### config.mk
export PLATFORM = sky130hd
export DESIGN_NAME = bitlink_mem_responder
export DESIGN_NICKNAME = d
export VERILOG_FILES = /design/src/rtl/blmr_pkg.sv /design/src/rtl/blmr_deser.sv /design/src/rtl/blmr_ser.sv /design/src/rtl/bitlink_mem_responder.sv
export SDC_FILE = /design/constraint.sdc
export NUM_CORES = 1
export LEC_CHECK = 0
export BUFFER_PORTS_ARGS = -buffer_cell sky130_fd_sc_hd__buf_2
export CORE_ASPECT_RATIO = 1.2
export CORE_MARGIN = 5
export CORE_UTILIZATION = 47
export CTS_BUF_LIST = sky130_fd_sc_hd__clkbuf_4 sky130_fd_sc_hd__clkbuf_8
export DETAILED_ROUTE_END_ITERATION = 7
export GPL_TIMING_DRIVEN = 0
export PLACE_DENSITY_LB_ADDON = 0.08
export SYNTH_ARGS = -nofsm -noshare
export SYNTH_HDL_FRONTEND = slang
export SYNTH_SLANG_ARGS = --single-unit
export TNS_END_PERCENT = 1
### constraint.sdc
create_clock -name clk -period 4.6 [get_ports clk]
set_clock_uncertainty 0.15 [all_clocks]
set_input_delay 0.23 -clock clk [delete_from_list [all_inputs] [get_ports clk]]
set_output_delay 0.23 -clock clk [all_outputs]
set_load 0.02 [all_outputs]
### src/rtl/blmr_pkg.sv
package blmr_pkg;

   // responder sequencing states
   typedef enum logic [2:0] {
      ST_RX   = 3'd0,   // waiting for / receiving header
      ST_WDAT = 3'd1,   // receiving write data word
      ST_MREQ = 3'd2,   // request strobe asserted
      ST_MRSP = 3'd3,   // waiting for memory completion
      ST_RESP = 3'd4,   // return valid pulse
      ST_SEND = 3'd5    // serial read data out
   } blmr_state_e;

endpackage

### src/rtl/blmr_deser.sv
module blmr_deser #(
   parameter int WORD_W = 64
) (
   input  logic              clk,
   input  logic              rst_n,
   input  logic              accept,
   input  logic              vld,
   input  logic              dat,
   output logic [WORD_W-1:0] word,
   output logic              done,
   output logic              busy
);
   localparam int CW = $clog2(WORD_W);
   localparam logic [CW-1:0] LAST = CW'(WORD_W - 1);

   logic [WORD_W-1:0] sr;
   logic [CW-1:0]     cnt;
   logic              active;

   always_ff @(posedge clk) begin
      if (!rst_n) begin
         sr     <= '0;
         cnt    <= '0;
         active <= 1'b0;
         done   <= 1'b0;
      end else begin
         done <= active && (cnt == LAST);
         if (!active) begin
            if (accept && vld) begin
               sr     <= {dat, sr[WORD_W-1:1]};
               cnt    <= CW'(1);
               active <= 1'b1;
            end
         end else begin
            sr <= {dat, sr[WORD_W-1:1]};
            if (cnt == LAST) begin
               cnt    <= '0;
               active <= 1'b0;
            end else begin
               cnt <= cnt + CW'(1);
            end
         end
      end
   end

   assign word = sr;
   assign busy = active;

   // a completed word is never followed by another completion next cycle
   assert_frame_len_R1: assert property (@(posedge clk) disable iff (!rst_n)
      done |=> !done);

endmodule

### src/rtl/blmr_ser.sv
module blmr_ser #(
   parameter int WORD_W = 64
) (
   input  logic              clk,
   input  logic              rst_n,
   input  logic              load,
   input  logic [WORD_W-1:0] load_data,
   input  logic              start,
   output logic              bit_o,
   output logic              last
);
   localparam int CW = $clog2(WORD_W);
   localparam logic [CW-1:0] LAST = CW'(WORD_W - 1);

   logic [WORD_W-1:0] sr;
   logic [CW-1:0]     cnt;
   logic              active;

   always_ff @(posedge clk) begin
      if (!rst_n) begin
         sr     <= '0;
         cnt    <= '0;
         active <= 1'b0;
      end else if (load) begin
         sr <= load_data;
      end else if (start) begin
         cnt    <= '0;
         active <= 1'b1;
      end else if (active) begin
         sr <= {1'b0, sr[WORD_W-1:1]};
         if (cnt == LAST) begin
            active <= 1'b0;
         end else begin
            cnt <= cnt + CW'(1);
         end
      end
   end

   assign bit_o = active & sr[0];
   assign last  = active && (cnt == LAST);

   // a new read return never begins while one is still shifting
   assert_no_restart_R6: assert property (@(posedge clk) disable iff (!rst_n)
      start |-> !active);

endmodule

### src/rtl/bitlink_mem_responder.sv
module bitlink_mem_responder #(
   parameter int             WORD_W   = 64,
   parameter int             OP_W     = 8,
   parameter int             ADDR_W   = 40,
   parameter logic [OP_W-1:0] OP_READ  = 8'h81,
   parameter logic [OP_W-1:0] OP_WRITE = 8'h82
) (
   input  logic              clk,
   input  logic              rst_n,
   input  logic              rx_vld,
   input  logic              rx_dat,
   output logic              tx_vld,
   output logic              tx_dat,
   output logic              mem_req,
   output logic              mem_we,
   output logic [ADDR_W-1:0] mem_addr,
   output logic [WORD_W-1:0] mem_wdata,
   input  logic              mem_rdy,
   input  logic              mem_rsp_vld,
   input  logic [WORD_W-1:0] mem_rdata,
   output logic              err_flag
);
   import blmr_pkg::*;

   localparam int RSV_W = WORD_W - OP_W - ADDR_W;

   // elaboration-time parameter checks
   if (WORD_W < 4) begin : g_bad_word
      $error("WORD_W must be at least 4");
   end
   if (RSV_W < 0) begin : g_bad_split
      $error("OP_W + ADDR_W exceeds WORD_W");
   end
   if (OP_READ == OP_WRITE) begin : g_bad_ops
      $error("read and write opcodes must differ");
   end

   blmr_state_e       st;
   logic [WORD_W-1:0] rx_word;
   logic              rx_done;
   logic              rx_busy;
   logic              rx_accept;
   logic [ADDR_W-1:0] addr_q;
   logic              we_q;
   logic              ser_bit;
   logic              ser_last;
   logic              rsv_ok;
   logic [OP_W-1:0]   hdr_op;
   logic              hdr_rd;
   logic              hdr_wr;

   assign hdr_op = rx_word[WORD_W-1 -: OP_W];

   // reserved-field check exists only when the split leaves reserved bits
   if (RSV_W > 0) begin : g_rsv_chk
      assign rsv_ok = (rx_word[ADDR_W +: RSV_W] == '0);
   end else begin : g_rsv_none
      assign rsv_ok = 1'b1;
   end

   assign hdr_rd = rsv_ok && (hdr_op == OP_READ);
   assign hdr_wr = rsv_ok && (hdr_op == OP_WRITE);

   // new frames are taken only while waiting for a header, except on the
   // completion cycle of a read header
   assign rx_accept = (st == ST_RX) && !(rx_done && hdr_rd);

   blmr_deser #(.WORD_W(WORD_W)) u_deser (
      .clk    (clk),
      .rst_n  (rst_n),
      .accept (rx_accept),
      .vld    (rx_vld),
      .dat    (rx_dat),
      .word   (rx_word),
      .done   (rx_done),
      .busy   (rx_busy)
   );

   always_ff @(posedge clk) begin
      if (!rst_n) begin
         st       <= ST_RX;
         addr_q   <= '0;
         we_q     <= 1'b0;
         err_flag <= 1'b0;
      end else begin
         case (st)
            ST_RX: begin
               if (rx_done) begin
                  if (hdr_rd) begin
                     addr_q <= rx_word[ADDR_W-1:0];
                     we_q   <= 1'b0;
                     st     <= ST_MREQ;
                  end else if (hdr_wr && rx_vld) begin
                     addr_q <= rx_word[ADDR_W-1:0];
                     we_q   <= 1'b1;
                     st     <= ST_WDAT;
                  end else begin
                     err_flag <= 1'b1;
                  end
               end
            end
            ST_WDAT: if (rx_done) st <= ST_MREQ;
            ST_MREQ: if (mem_rdy) st <= ST_MRSP;
            ST_MRSP: if (mem_rsp_vld) st <= ST_RESP;
            ST_RESP: st <= we_q ? ST_RX : ST_SEND;
            ST_SEND: if (ser_last) st <= ST_RX;
            default: st <= ST_RX;
         endcase
      end
   end

   blmr_ser #(.WORD_W(WORD_W)) u_ser (
      .clk       (clk),
      .rst_n     (rst_n),
      .load      ((st == ST_MRSP) && mem_rsp_vld && !we_q),
      .load_data (mem_rdata),
      .start     ((st == ST_RESP) && !we_q),
      .bit_o     (ser_bit),
      .last      (ser_last)
   );

   assign mem_req   = (st == ST_MREQ);
   assign mem_we    = we_q;
   assign mem_addr  = addr_q;
   assign mem_wdata = rx_word;
   assign tx_vld    = (st == ST_RESP);
   assign tx_dat    = ser_bit;

   // request held with stable fields until the port accepts it
   assert_req_hold_R4: assert property (@(posedge clk) disable iff (!rst_n)
      (mem_req && !mem_rdy) |=> (mem_req && $stable(mem_addr) && $stable(mem_we)
                                 && $stable(mem_wdata)));

   // response pulse is a single cycle
   assert_ack_single_R5: assert property (@(posedge clk) disable iff (!rst_n)
      tx_vld |=> !tx_vld);

   // data line idle on the response pulse cycle
   assert_vld_dat_low_R7: assert property (@(posedge clk) disable iff (!rst_n)
      tx_vld |-> !tx_dat);

   // no response in the two cycles after a request's last bit
   assert_gap_first_R8: assert property (@(posedge clk) disable iff (!rst_n)
      rx_done |-> !tx_vld);
   assert_gap_second_R8: assert property (@(posedge clk) disable iff (!rst_n)
      rx_done |=> !tx_vld);

   // error flag is sticky
   assert_err_sticky_R9: assert property (@(posedge clk) disable iff (!rst_n)
      err_flag |=> err_flag);

   // broken write framing aborts back to header wait with error
   assert_wr_abort_R10: assert property (@(posedge clk) disable iff (!rst_n)
      ((st == ST_RX) && rx_done && hdr_wr && !rx_vld) |=> (err_flag && !mem_req));

   // the receiver stays idle while a request is served or answered
   assert_rx_ignored_R11: assert property (@(posedge clk) disable iff (!rst_n)
      (st inside {ST_MREQ, ST_MRSP, ST_RESP, ST_SEND}) |-> !rx_busy);

endmodule

Word-level counts from Yosys, hierarchy flattened

Index checks and enable logic that the tools add are counted.

Bits of input ports: 70
Bits in registers: 188
Output and inout bits: 109
Word-level logic and storage cells: 88

Reduce and logical (&&, ||, !) cells: 24
Bitwise gates (word level): 4
Add/subtract/negate cells: 2
Equal/unequal tests: 17
Multiplexer cells: 30

Operators with widths:

| kind                  | count |
|---|---|
| $mux W64              | 5 |
| $mux W40              | 2 |
| $mux W6               | 6 |
| $mux W3               | 8 |
| $pmux W3 S6           | 1 |
| $eq A8 B8 Y1 const B  | 2 |
| $logic_not A16 Y1     | 1 |
| $add A6 B1 Y6 const B | 2 |
| $eq A6 B6 Y1 const B  | 2 |
| $logic_and A1 B1 Y1   | 11 |
| $ne A2 B1 Y1 const B  | 5 |
| $mux W1               | 8 |
| $reduce_bool A2 Y1    | 4 |
| $eq A3 B2 Y1 const B  | 2 |
| $eq A3 B3 Y1 const B  | 2 |
| $reduce_and A3 Y1     | 2 |
| $reduce_and A6 Y1     | 1 |
| $ne A2 B2 Y1 const B  | 2 |
| $reduce_and A4 Y1     | 1 |
| $eq A3 B1 Y1 const B  | 1 |
| $logic_not A3 Y1      | 1 |
| $ne A3 B2 Y1 const B  | 1 |
| $not A1 Y1            | 3 |
| $logic_not A1 Y1      | 2 |
| 2 further kinds       | 2 |

Depth between registers and ports, before layout

Gate-level depths: netlist of the first run.

Depth after elaboration: 8
Depth in mapped cells: 8
Gate-level depth less buffers: 6

Cells and area by module

Synthesis of the first run repeated with hierarchy kept, for this count alone.

Cell total of the unflattened synthesis: 937
Area, all modules: 7940.1 µm²

By module, submodules not included:

| module                | cells each | seq. area each (µm²) | area an instance (µm²) | times used |
|---|---|---|---|---|
| blmr_ser              | 378        | 1421.4               | 3263.1                 | 1 |
| blmr_deser            | 319        | 1441.4               | 2593.7                 | 1 |
| bitlink_mem_responder | 240        | 900.9                | 2083.2                 | 1 |

Worst setup path after synthesis of the first run

No wires, ideal clock.

Path kind: register -> register
From: reg u_deser.sr[50], in the netlist u_deser.word[50]
To: reg addr_q[0], in the netlist mem_addr[0]
Clock period less this slack: 2.095 ns
Path buffers: 2
Setup slack: 2.505 ns
Library setup time: 0.132 ns
Cell stages (with the launch flop): 8
Arrival: 1.813 ns
Required time: 4.318 ns
Cells stage by stage: dfxtp_1 -> nor4_4 -> nand4_2 -> or4_1 -> buf_2 -> buf_6 -> nand2_1 -> a21oi_1

Longest elaborated chain between the ends: 5
Elaborated cells between the ends (all ways): 7
Those cells by class: mux (1); reduce/logical (6)

Ends and longest elaborated chain:

| element                             | line                        | source |
|---|---|---|
| start: declaration                  | blmr_deser.sv:16            | `logic [WORD_W-1:0] sr;` |
| start signal: assignment            | blmr_deser.sv:30            | `sr <= {dat, sr[WORD_W-1:1]};` |
| start signal: assignment            | blmr_deser.sv:35            | `sr <= {dat, sr[WORD_W-1:1]};` |
| $logic_not A16 Y1 (*)               | bitlink_mem_responder.sv:56 | `assign rsv_ok = (rx_word[ADDR_W +: RSV_W] == '0);` |
| $logic_and A1 B1 Y1                 | bitlink_mem_responder.sv:62 | `assign hdr_wr = rsv_ok && (hdr_op == OP_WRITE);` |
| $logic_and A1 B1 Y1                 | bitlink_mem_responder.sv:93 | `end else if (hdr_wr && rx_vld) begin` |
| $reduce_bool A2 Y1 (no source line) | n/a                         |  |
| $reduce_and A3 Y1 (no source line)  | n/a                         |  |
| end signal: assignment              | bitlink_mem_responder.sv:90 | `addr_q <= rx_word[ADDR_W-1:0];` |
| end signal: assignment              | bitlink_mem_responder.sv:94 | `addr_q <= rx_word[ADDR_W-1:0];` |
| end: declaration                    | bitlink_mem_responder.sv:43 | `logic [ADDR_W-1:0] addr_q;` |

Every way passes the cells marked *; elsewhere a longest branch is shown, timed or not.
A chain may end at the register's enable or synchronous reset.

Final worst setup path of the first run

From: reg u_deser.sr[50], in the netlist u_deser.word[50]
To: reg addr_q[6], in the netlist mem_addr[6]

Same word-level chain as after synthesis.

==> impl_metrics.ini, run 1 <==
[status]
result_of_the_run = finished, final reports clean

[worst_setup_path]
criticalPathCategory = reg -> reg
critPathRequiredTime_ps = 4850
rr_worst_depth = 6
worstSetupPathDepth = 6
critical_path.max_fanout = 10
worst_setup_path_start_kind = flip-flop
cp_cell_sequence = nor4_4, nand4_2, nor4_2, buf_2, nand2_1, a21oi_1
worst_ep_arrival_time_ps = 2710
timing.critical_path.slowest_stage_cell = sky130_fd_sc_hd__nor4_2
crit_path_buf_inv_count = 1
timing.critical_path.to_type = flip-flop
cp_slowest_stage_delay_ps = 690
critical_path.top_delay_family = simple AND/OR/NAND/NOR gates

[drt]
routedWlPerCell_um = 14.80
drt-pass1-iter-count = 5
route.final.wire_length_um = 21370
ant_nets = 0
vias = 7634
route.detailed.vias_per_inst = 5.287
drt_iter0_drc = 447
drc = 0

[global_routing]
grt_first_pass_wirelength_um = 34690
grt_start_max_net_pins = 19
globalRouteOverflowTotal = 0
grt_antenna_before_repair = 0
groute.usage.overall_pct = 21.90
grt_pass1_vias = 7100

[die]
row_count = 51
die_x_um = 126.8
chipHeight_um = 150.2
fp.coreArea_um2 = 16140
die_area_um2 = 19050
initial_core_util_pct = 47.68
num_io_pins = 179

[power]
comb_power_share_pct = 6.2
leakagePower_nw = 3.730
switching_power_as_a_share_of_total_power_pct = 26.00
sequentialPowerShare_pct = 57.1
power.net_switching_w = 0.0007446
clock_power_share_pct = 36.7
cellInternalPower_w = 0.002120
power.ir.vdd_worst_mv = 0.1740
total_power_per_unit_cell_area_nw_per_um2 = 290.3

[synth]
synth.distinct_cells = 51
synthesis.instances = 958
synth.yosys.warnings = 0
yosys.area.top_type_share_pct = 48.89
post_synth_instance_area_um2 = 7697
postSynthNetCount = 1030
yosys.area.top_type = sky130_fd_sc_hd__dfxtp_1
synth.top_cells.by_area = sky130_fd_sc_hd__dfxtp_1, sky130_fd_sc_hd__nand2_1, sky130_fd_sc_hd__nand3_1
synth_seq_cells = 188
synth_area_per_cell_um2 = 8.035
synth.yosys.seq_area_share_pct = 48.89

[sta]
min_tclk_post_route_ps = 2463
timing_worst_slew_pin_value_ps = 787.9
timing.hold.ws_ps = 30.80
slew_violations = 0
final.period_utilization_pct = 53.54
setup_tns_ps = 0
timing.final.hold_violations = 0
relSlewSlack_pct = 47.07
maxClockFrequency_mhz = 406.0
rsz0062_at_grt = false
final-setup-viol-count = 0

[cts]
cts.root.buffer_cell = sky130_fd_sc_hd__clkbuf_8
cts_buffer_depth = 2
tritoncts = done
clk_sinks = 188
postCtsSetupRepairBufs = 0
clkTransAtPathRegs_ps = 100
clock_h_tree_levels = 4
cts-buffers-inserted = 17
worst_skew_pair.late_latency_ps = 470

[cells_and_area]
area_growth_syn_to_layout_pct = 28.20
final_net_count = 1291
area.sequential_um2 = 3764
num_antenna_cells = 0
layout-drive-gt1-share_pct = 20.21
multi_input_comb_area_um2 = 3505
fillerInstances = 1523
post-route-util_pct = 61.13

[flow_run]
cap_violations = 0

[worst_hold_path]
hold-path-cell-count = 4
timing.hold.worst.class = in -> reg

[placed_design]
global_placer_s_final_weighted_congestion = 0.7844
dp_hpwl_um = 14910
port_buffers = 177
## Yosys cell counts, drive strengths merged
cell type	count
a2111oi	1
a211oi	2
a21o	1
a21oi	51
a221oi	1
a311oi	65
a31oi	1
a41oi	1
and2	2
and3	3
buf	35
clkbuf	52
dfxtp	188
ha	2
inv	4
mux2	1
nand2	215
nand2b	8
nand3	135
nand3b	2
nand4	3
nand4b	1
nor2	79
nor3	5
nor3b	1
nor4	8
nor4b	2
o211a	1
o21a	1
o21ai	72
o21bai	1
o22a	1
o22ai	1
o2bb2ai	1
o31ai	1
o32a	1
o32ai	1
o41ai	1
or3	3
or4	1
xnor2	3
## state kept, by name, indices dropped and copies added, names as in the netlist
| name | flops |
|---|---|
| mem_we | 1 |
| u_deser.busy | 1 |
| u_deser.word | 64 |
| u_ser.sr | 64 |
| err_flag | 1 |
| st | 3 |
| u_ser.active | 1 |
| u_ser.cnt | 6 |
| u_deser.done | 1 |
| u_deser.cnt | 6 |
| mem_addr | 40 |
## cells in the final DEF (no fill, tap or decap), types with 2 or more instances in the layout
cell type / count
sky130_fd_sc_hd__clkinv_2: 2
sky130_fd_sc_hd__dlygate4sd3_1: 65
sky130_fd_sc_hd__nor4_4: 2
sky130_fd_sc_hd__nand4_1: 2
sky130_fd_sc_hd__inv_1: 3
sky130_fd_sc_hd__inv_8: 3
sky130_fd_sc_hd__ha_1: 2
sky130_fd_sc_hd__nor2_1: 79
sky130_fd_sc_hd__clkbuf_8: 18
sky130_fd_sc_hd__nand2_1: 214
sky130_fd_sc_hd__dfxtp_1: 188
sky130_fd_sc_hd__a311oi_1: 65
sky130_fd_sc_hd__o21ai_1: 39
sky130_fd_sc_hd__a211oi_1: 2
sky130_fd_sc_hd__inv_6: 6
sky130_fd_sc_hd__and2_1: 2
sky130_fd_sc_hd__or3_1: 3
sky130_fd_sc_hd__nor3_1: 5
sky130_fd_sc_hd__nand3_1: 135
sky130_fd_sc_hd__clkinv_4: 2
sky130_fd_sc_hd__buf_2: 193
sky130_fd_sc_hd__clkbuf_1: 52
sky130_fd_sc_hd__nor4_2: 3
sky130_fd_sc_hd__nor4_1: 3
sky130_fd_sc_hd__xnor2_1: 3
sky130_fd_sc_hd__buf_1: 7
sky130_fd_sc_hd__buf_4: 6
sky130_fd_sc_hd__nand2b_1: 8
sky130_fd_sc_hd__o21ai_0: 33
sky130_fd_sc_hd__and3_1: 3
sky130_fd_sc_hd__buf_6: 6
sky130_fd_sc_hd__nand3b_1: 2
sky130_fd_sc_hd__a21oi_1: 51
## routing by layer
| layer | up-vias | track usage [%] | routed length (um) |
|---|---|---|---|
| li1 | 3882 | - | - |
| met1 | 3544 | 27.07 | 9261 |
| met2 | 189 | 38.40 | 10720 |
| met3 | 19 | 4.862 | 1153 |
| met4 | 0 | 6.223 | 231 |
| met5 | - | 0 | 0 |
## cells by family (layout without fill, tap and decap cells)
| family | Yosys count | after routing | share of synthesized area, % |
|---|---|---|---|
| xor+xnor | 3 | 3 | 0.3414 |
| compound gates | 205 | 205 | 17.52 |
| fa+ha+maj | 2 | 2 | 0.3250 |
| simple gates | 468 | 468 | 27.19 |
| mux | 1 | 1 | 0.1463 |
| flops | 188 | 188 | 48.89 |
| buf+inv | 91 | 365 | 5.575 |
## power groups by stage
stage	clock, W	sequential [W]	combinational [W]
floorplan	0	0.00168	0.0000694
detailed placement	0	0.00167	0.000133
finish	0.00105	0.00164	0.000176
global placement	0	0.00167	0.000134
CTS	0.00108	0.00164	0.000176
global route	0.00114	0.00164	0.000192
## path summary, 6_finish.rpt
check	slack [ps]	start	end
worst min register to register	300	mem_addr[2]	mem_addr[2]
worst min-delay path	30	mem_rsp_vld	st[1]
worst max register to register	2140	u_deser.word[50]	mem_addr[6]
worst max-delay path	2140	u_deser.word[50]	mem_addr[6]
## layout make-up
type | instances | share of cell area, %
flip-flops and latches | 188 | 38.14
clock inverters | 14 | 1.230
well taps | 212 | 2.688
multi-input cells | 679 | 35.51
clock buffers | 18 | 2.510
inverters | 4 | 0.1521
plain buffers | 87 | 4.197
repair buffers | 242 | 15.57
## stage by stage
stage	worst slack (ps)	instance area [um^2]	total power, W	cells
global route	1966	9868	0.002973	1444
floorplan	2505	7697	0.001745	958
detailed placement	2166	8848	0.001807	1347
CTS	2104	9868	0.002895	1444
global placement	2124	8848	0.001807	1347
finish	2137	9868	0.002864	1444
## worst register-to-register path, delay by kind of cell, from the launching register on
kind	cells	cell delay [ps]
AO/OA/AOI/OAI	1	140
AND/OR/NAND/NOR	4	1370
flip-flops	1	370
buffers and inverters	1	360
## repair_timing
item                                   CTS  global route
resized for setup                        0             0
hold buffers                            65             0
endpoints found under the hold margin   65             0
(Power assumes the default switching activity.)
==> inputs of run 2 (changes only) <==
- clock period: 4.6 -> 2.45 ns (I/O delays scaled with it)
==> run 2 against run 1 <==
Critical path depth is 2 lower. Die area stayed put. Hold slack better by 150 ps. Cell count hardly changed. Via count is 0.14% lower. Non-clock buffer count is 1 higher. Global-route usage hardly changed. Total power is 88% higher. Critical endpoint is now tx_dat. Largest power group unchanged. Highest routed layer unchanged.
==> impl_metrics.ini, run 2 (synthesized netlist as in run 1, its figures left out) <==
[sta]
rsz0062_at_grt = true
timing_worst_slew_pin_value_ps = 770.0
relSlewSlack_pct = 48.27
maxClockFrequency_mhz = 427.6
timing.hold.ws_ps = 181.0
slew_violations = 0
final-setup-viol-count = 0
timing.final.hold_violations = 0
final.period_utilization_pct = 95.46
setup_tns_ps = 0
min_tclk_post_route_ps = 2339

[drt]
route.detailed.vias_per_inst = 5.275
drc = 0
drt_iter0_drc = 358
ant_nets = 0
route.final.wire_length_um = 21430
drt-pass1-iter-count = 5
routedWlPerCell_um = 14.83
vias = 7623

[cells_and_area]
mostFrequentLayoutCell = sky130_fd_sc_hd__nand2_1
final_net_count = 1292
num_antenna_cells = 0
fillerInstances = 1513
final_cell_mix = sky130_fd_sc_hd__nand2_1, sky130_fd_sc_hd__buf_2, sky130_fd_sc_hd__dfxtp_1
area.sequential_um2 = 3764
layout-drive-gt1-share_pct = 20.28
area_growth_syn_to_layout_pct = 28.82
post-route-cell-area_um2 = 9916
post-route-util_pct = 61.42
multi_input_comb_area_um2 = 3536

[cts]
cts.root.buffer_cell = sky130_fd_sc_hd__clkbuf_8
clkTransAtPathRegs_ps = 90
cts_buffer_depth = 2
clk_sinks = 188
tritoncts = done
worst_skew_pair.late_latency_ps = 480
clock_h_tree_levels = 4
cts-buffers-inserted = 17

[worst_setup_path]
worst_setup_path_start_kind = flip-flop
timing.critical_path.to_type = output port
crit_path_buf_inv_count = 3
critPathRequiredTime_ps = 2180
setup.reg_to_reg.worst_slack_ps = 160
timing.critical_path.slowest_stage_cell = sky130_fd_sc_hd__clkbuf_1
cp_cell_sequence = clkbuf_1, clkbuf_1, and2_1, buf_2
critical_path.max_fanout = 10
criticalPathCategory = reg -> out
worst_ep_arrival_time_ps = 2070
cp_most_frequent_cell = sky130_fd_sc_hd__clkbuf_1
cp_slowest_stage_delay_ps = 440
r2r-start = u_deser.word[50]
critical_path.top_delay_family = buffers and inverters
rr_endpoint = mem_addr[6]
rr_worst_depth = 7

[placed_design]
global_placer_s_final_weighted_congestion = 0.7844
port_buffers = 177
placedInstanceArea_um2 = 8848
dp_hpwl_um = 14910

[global_routing]
grt_start_max_net_pins = 19
globalRouteOverflowTotal = 0
grt_antenna_before_repair = 0
grt_pass1_vias = 7105
groute.usage.overall_pct = 21.93
grt_first_pass_wirelength_um = 34740

[die]
initial_core_util_pct = 47.68
die_x_um = 126.8
num_io_pins = 179
fp.coreArea_um2 = 16140
die_area_um2 = 19050
row_count = 51
chipHeight_um = 150.2

[flow_run]
cap_violations = 0

[power]
totalPowerFinal_w = 0.005383
leakagePower_nw = 3.745
power.ir.vdd_worst_mv = 0.3256
total_power_per_unit_cell_area_nw_per_um2 = 542.8

[status]
result_of_the_run = finished, final reports clean

[worst_hold_path]
hold-path-cell-count = 6
min-delay-start = mem_rdy
timing.hold.worst.class = in -> reg
timing.hold.worst_endpoint = st[1]
run 2: changes by cell type in the layout (fill, tap and decap cells not counted), sizes merged:
| cell | delta |
|---|---|
| clkbuf | -1 |
| dlygate4sd3 | +2 |
run 2: routing by layer:
metal	GRT usage, %	wire length [um]	part of all wire (%)	vias to the layer above
li1	-	-	-	3888
met1	27.14	9351	44	3541
met2	38.40	10760	50	175
met3	4.862	1089	5.1	19
met4	6.223	235	1.1	0
met5	0	0	0	-
run 2: per-stage QoR:
step / std cells / setup slack [ps]
finish: 1445 / 111.3
global route: 1445 / -23.66
CTS: 1446 / 42.31
detailed placement: 1347 / 15.80
global placement: 1347 / -25.92
floorplan: 958 / 355.0
run 2: final cells by class:
type / instances / share of cell area, %
inverter: 4 / 0.1514
multi-input combinational: 679 / 35.66
buffer: 86 / 4.139
tap: 212 / 2.675
clock inverter: 14 / 1.224
clock buffer: 18 / 2.498
sequential: 188 / 37.96
timing repair buffer: 244 / 15.70
run 2: worst max-delay path by stage:
stage	depth (start not counted)	endpoint	from
finish	4	tx_dat	u_ser.active
global route	7	u_deser.word[62]	u_deser.word[50]
CTS	6	u_ser.sr[36]	st[2]
detailed placement	6	mem_addr[6]	u_deser.word[50]
global placement	6	mem_addr[6]	u_deser.word[50]
floorplan	7	mem_addr[0]	u_deser.word[50]
run 2: power breakdown:
part / total, W / switching [W] / internal (W)
clock network: 0.00198 / 0.00121 / 0.000768
logic: 0.000335 / 0.000183 / 0.000153
registers: 0.00307 / 0.0000101 / 0.00306
run 2: timing repair:
| action | CTS | global route |
|---|---|---|
| gates resized for setup | 1 | 3 |
| endpoints found under the hold margin | 68 | 0 |
| gates cloned | 0 | 0 |
| setup endpoints to repair | 18 | 114 |
| buffers inserted | 0 | 0 |
| pin swaps | 0 | 1 |
| hold buffers | 67 | 0 |
run 2: worst reg2reg max path, stage by stage (launching register included):
cell,delay (ps)
sky130_fd_sc_hd__dfxtp_1,370
sky130_fd_sc_hd__nor4_4,390
sky130_fd_sc_hd__nand4_4,200
sky130_fd_sc_hd__or4_1,550
sky130_fd_sc_hd__buf_2,200
sky130_fd_sc_hd__buf_6,170
sky130_fd_sc_hd__nand2_1,70
sky130_fd_sc_hd__a21oi_1,50
